[config.mk]
export PLATFORM = sky130hd
export DESIGN_NAME = dim_current_loop
export DESIGN_NICKNAME = d
export VERILOG_FILES = /design/src/rtl/dim_current_loop.sv
export SDC_FILE = /design/constraint.sdc
export NUM_CORES = 1
export LEC_CHECK = 0
export ABC_AREA = 1
export BUFFER_PORTS_ARGS = -buffer_cell sky130_fd_sc_hd__buf_2
export CORE_UTILIZATION = 40
export DETAILED_ROUTE_END_ITERATION = 10
export SYNTH_ARGS = -nofsm -noshare
export SYNTH_HDL_FRONTEND = slang
export SYNTH_SLANG_ARGS = --single-unit
[constraint.sdc]
create_clock -name clk -period 6.9 [get_ports clk]
set_clock_uncertainty 0.2 [all_clocks]
set_input_delay 0.69 -clock clk [delete_from_list [all_inputs] [get_ports clk]]
set_output_delay 0.69 -clock clk [all_outputs]
set_load 0.05 [all_outputs]
[src/rtl/dim_current_loop.sv]
module dim_current_loop #(
  parameter int            CMD_W      = 10,
  parameter int            SCALE_W    = 8,
  parameter int            STEP_MAX   = 32,
  parameter logic [7:0]    TH_DEC     = 8'd155,
  parameter logic [7:0]    TH_LOW     = 8'd169,
  parameter logic [7:0]    TH_HIGH    = 8'd210,
  parameter logic [CMD_W-1:0]   CMD_MIN  = 10'd51,
  parameter logic [CMD_W-1:0]   CMD_MAX  = 10'd1023,
  parameter logic [CMD_W-1:0]   CMD_INIT = 10'd512,
  parameter logic [SCALE_W-1:0] SCALE_NOM  = 8'd255,
  parameter logic [SCALE_W-1:0] SCALE_MIN  = 8'd64,
  parameter logic [SCALE_W-1:0] SCALE_STEP = 8'd8
) (
  input  logic               clk,
  input  logic               rst_n,
  input  logic               sample_valid,
  input  logic [7:0]         vbst_code,
  input  logic               clamp_on,
  output logic [CMD_W-1:0]   led_cmd,
  output logic [SCALE_W-1:0] boost_scale
);
  localparam int STEP_W = $clog2(STEP_MAX + 1);
  localparam int AMT_W  = STEP_W + 2;
  localparam int WIDE   = CMD_W + AMT_W + 1;
  localparam int SW     = SCALE_W + 1;
  localparam logic [STEP_W-1:0] STEP_ONE = STEP_W'(1);
  localparam logic [STEP_W-1:0] STEP_CAP = STEP_W'(STEP_MAX);

  typedef enum logic [1:0] {DIR_NONE = 2'd0, DIR_UP = 2'd1, DIR_DN = 2'd2} dir_t;

  dir_t              dir_q, dir_now;
  logic [STEP_W-1:0] step_q, eff, step_nxt;
  logic [STEP_W:0]   dbl;
  logic [AMT_W-1:0]  amount;
  logic              fast;
  logic [WIDE-1:0]   cmd_w, amt_w, up_sum;
  logic [CMD_W-1:0]  cmd_up, cmd_dn;
  logic [SW-1:0]     sc_w;
  logic [SCALE_W-1:0] sc_up, sc_dn;

  assign dir_now = clamp_on ? DIR_UP :
                   (vbst_code > TH_HIGH) ? DIR_UP :
                   (vbst_code < TH_LOW)  ? DIR_DN : DIR_NONE;
  assign fast = clamp_on || (dir_now == DIR_DN && vbst_code <= TH_DEC);
  assign eff  = (dir_now == dir_q) ? step_q : STEP_ONE;
  assign dbl  = {eff, 1'b0};
  assign step_nxt = (dbl > {1'b0, STEP_CAP}) ? STEP_CAP : dbl[STEP_W-1:0];
  assign amount = fast ? {eff, 2'b00} : {2'b00, eff};

  assign cmd_w  = WIDE'(led_cmd);
  assign amt_w  = WIDE'(amount);
  assign up_sum = cmd_w + amt_w;
  assign cmd_up = (up_sum > WIDE'(CMD_MAX)) ? CMD_MAX : up_sum[CMD_W-1:0];
  assign cmd_dn = (cmd_w < WIDE'(CMD_MIN) + amt_w) ? CMD_MIN : led_cmd - CMD_W'(amount);

  assign sc_w  = SW'(boost_scale);
  assign sc_dn = (sc_w < SW'(SCALE_MIN) + SW'(SCALE_STEP)) ? SCALE_MIN : boost_scale - SCALE_STEP;
  assign sc_up = (sc_w + SW'(SCALE_STEP) > SW'(SCALE_NOM)) ? SCALE_NOM : boost_scale + SCALE_STEP;

  always_ff @(posedge clk) begin
    if (!rst_n) begin
      led_cmd     <= CMD_INIT;
      boost_scale <= SCALE_NOM;
      step_q      <= STEP_ONE;
      dir_q       <= DIR_NONE;
    end else if (sample_valid) begin
      dir_q  <= dir_now;
      step_q <= (dir_now == DIR_NONE) ? STEP_ONE : step_nxt;
      case (dir_now)
        DIR_UP: begin
          if (led_cmd == CMD_MAX) boost_scale <= sc_dn;
          else                    led_cmd     <= cmd_up;
        end
        DIR_DN: begin
          if (boost_scale < SCALE_NOM) boost_scale <= sc_up;
          else                         led_cmd     <= cmd_dn;
        end
        default: ;
      endcase
    end
  end

  a_r1_hold_band: assert property (@(posedge clk) disable iff (!rst_n)
    sample_valid && !clamp_on && vbst_code >= TH_LOW && vbst_code <= TH_HIGH
    |=> $stable(led_cmd) && $stable(boost_scale));

  a_r2_up_no_drop: assert property (@(posedge clk) disable iff (!rst_n)
    sample_valid && (clamp_on || vbst_code > TH_HIGH) |=> led_cmd >= $past(led_cmd));

  a_r6_trim_only_at_max: assert property (@(posedge clk) disable iff (!rst_n)
    boost_scale < SCALE_NOM |-> led_cmd == CMD_MAX);

  a_r7_restore_first: assert property (@(posedge clk) disable iff (!rst_n)
    sample_valid && !clamp_on && vbst_code < TH_LOW && boost_scale < SCALE_NOM
    |=> $stable(led_cmd));

  a_r8_cmd_range: assert property (@(posedge clk) disable iff (!rst_n)
    led_cmd >= CMD_MIN && led_cmd <= CMD_MAX);

  a_r10_idle: assert property (@(posedge clk) disable iff (!rst_n)
    !sample_valid |=> $stable(led_cmd) && $stable(boost_scale));
endmodule

==> impl_metrics.yaml <==
timing:
  slew_violations: 0
  rsz0062_at_grt: "false"
  relSlewSlack: 0.558
  period_share: 0.630
  tightest_slew_ns: 0.663
  min_period_ns: 4.35
  tns_ns: 0
  fin_ws_ns: 2.55
  fmax_mhz: 230
  hold_viol: 0
  setup_viol: 0
synthesis:
  syn_nets: 475
  synth_cell_types: 40
  synth_edf_count: 0
  ys.flop_type: "dfxtp_1"
  yosys_register_bits: 24
  syn_avg_cell_area_um2: 6.54
  yosysWarnings: 0
  ys_seq_area_frac: 0.173
  synthCells: 426
  async_reset_ff_frac: 0
  syn_area_um2: 2790
clock_network:
  clockBufferDepth: 2
  ctsHoldBuffers: 0
  cts_buffers: 3
  cts_resized: 0
  cts.root.buffer_cell: "clkbuf_8"
  cts-htree-levels: 1
  cts_setup_buffers: 0
  clkTransAtPathRegs_ns: 0.09
  clkLatencyLatePin_ns: 0.27
  cts_tree: "built"
  cts.sinks: 24
floorplan:
  ios: 30
  row_count: 30
  design.core.area_um2: 6760
  dieArea_um2: 7300
  initial_core_util: 0.412
  die_h_um: 85.4
  die_w_um: 85.4
drt:
  routed-via-count: 2829
  ant_nets: 0
  drc: 0
  firstDrtPassIters: 4
  routedWlPerCell_um: 14.0
  drtIter0Drc: 213
  via_per_inst: 5.36
  drt-total-wl_um: 7380
layout:
  regArea_um2: 480
  most-common-layout-cells: "nand2_1 (87), inv_1 (51), a21oi_1 (43)"
  fill_cells: 714
  layout_commonest_cell: "nand2_1"
  layout-drive-gt1-share: 0.147
  diodes: 0
  multi_input_area_um2: 2010
  area_growth_pct: 9.07
  nNetsFinal: 498
power:
  switchingPower_w: 0.000216
  power_leakage_nw: 1.51
  total_power_w: 0.000514
  pwr-share-clk: 0.250
  switching_share: 0.420
  power_frac_seq: 0.325
  power.density_nw_per_um2: 169
  ir_worst_vdd_mv: 0.0743
  p_int_w: 0.000298
  power_frac_comb: 0.425
grt:
  grt-ovfl-total: 0
  grt_first_pass_wirelength_um: 12500
  grt_antenna_before_repair: 0
  grt_max_degree: 17
  track_usage: 0.212
  first_global_vias: 2597
worst_setup_path:
  required_ns: 6.88
  cpMostUsedCell: "nand2_1"
  crit_type: "input port to flop"
  cp-end-kind: "flop"
  crit_arrival_ns: 4.33
  reg2reg_setup_slack_ns: 3.15
  start_kind: "input port"
  crit_path_max_fanout: 9
  critical-path-max-stage-delay_ns: 0.32
  cpMaxStageDelayCell: "nor2_1"
status:
  status: "finished clean"
placed_design:
  pre_cts_ws_ns: 2.25
  place_hpwl_um: 5820
  gp_congestion: 0.920
  port-buffer-count: 29
job:
  max_cap_violations: 0
hold_path:
  holdCritPathClass: "flop to flop"
## path summary, 6_finish.rpt
path                                    to  cells past startpoint    startpoint
worst max-delay path            led_cmd[6]                     29  vbst_code[7]
worst min-delay path             step_q[5]                      2     step_q[5]
worst max register to register  led_cmd[6]                     23      dir_q[1]
worst min register to register   step_q[5]                      2     step_q[5]
## state kept, by name, indices dropped and copies added, names as in the netlist
| register | cells |
|---|---|
| boost_scale | 6 |
| led_cmd | 10 |
| dir_q | 2 |
| step_q | 6 |
## cell families (layout without fill, tap and decap cells)
logic type	count (synthesis)	after routing	synth area share
compound gates	92	92	0.193
fa+ha+maj	37	37	0.172
flops	24	24	0.173
simple gates	183	183	0.303
buf+inv	73	95	0.106
xor+xnor	17	17	0.0535
## Yosys cell counts, types with 6 or more instances
cell type,count,area [µm²]
a21oi_1,43,215
dfxtp_1,24,480
ha_1,35,438
inv_1,51,191
inv_2,9,33.8
nand2_1,87,327
nand2_2,11,68.8
nand3_1,31,155
nand4_1,6,37.5
nor2_1,31,116
o211ai_1,9,67.6
o21ai_0,10,50.1
o21ai_1,14,70.1
xor2_1,14,123
## power by group through the flow
stage	sequential [W]	combinational, W	clock [W]
2_1_floorplan	0.000190	0.000146	0
3_3_place_gp	0.000170	0.000216	0
3_5_place_dp	0.000170	0.000215	0
4_1_cts	0.000167	0.000217	0.000133
5_1_grt	0.000168	0.000245	0.000138
6_report	0.000167	0.000218	0.000128
## critical path: cells and delay by family
family | cells | cell delay (ns)
AOI/OAI and AO/OA | 3 | 0.37
and+or+nand+nor | 17 | 1.84
buffers and inverters | 6 | 0.57
adders and majority gates | 3 | 0.83
## final cells by class
class	instances	share of cell area
clock buffer	3	0.0136
clock inverter	1	0.00988
inverter	62	0.0766
multi-input combinational	329	0.661
sequential	24	0.158
tap	80	0.0329
timing repair buffer	29	0.0478
## per-layer routing
metal  wire length [µm]  part of all wire  global-route usage
met1               3550              0.48               0.281
met2               3410              0.46               0.359
met3                273             0.037              0.0340
met4                141             0.019              0.0500
met5                  0                 0                   0
## metrics by stage
step                      utilization  cell area, µm²  hold slack, ns  std cells
after global routing            0.450            3040           0.320        528
final                           0.450            3040           0.281        528
after floorplan                     -            2790           0.257        426
after CTS                       0.450            3040           0.285        528
after detailed placement        0.439            2970           0.269        524
after global placement          0.439            2970           0.268        524
No activity file was read; power rests on OpenSTA's default activity.
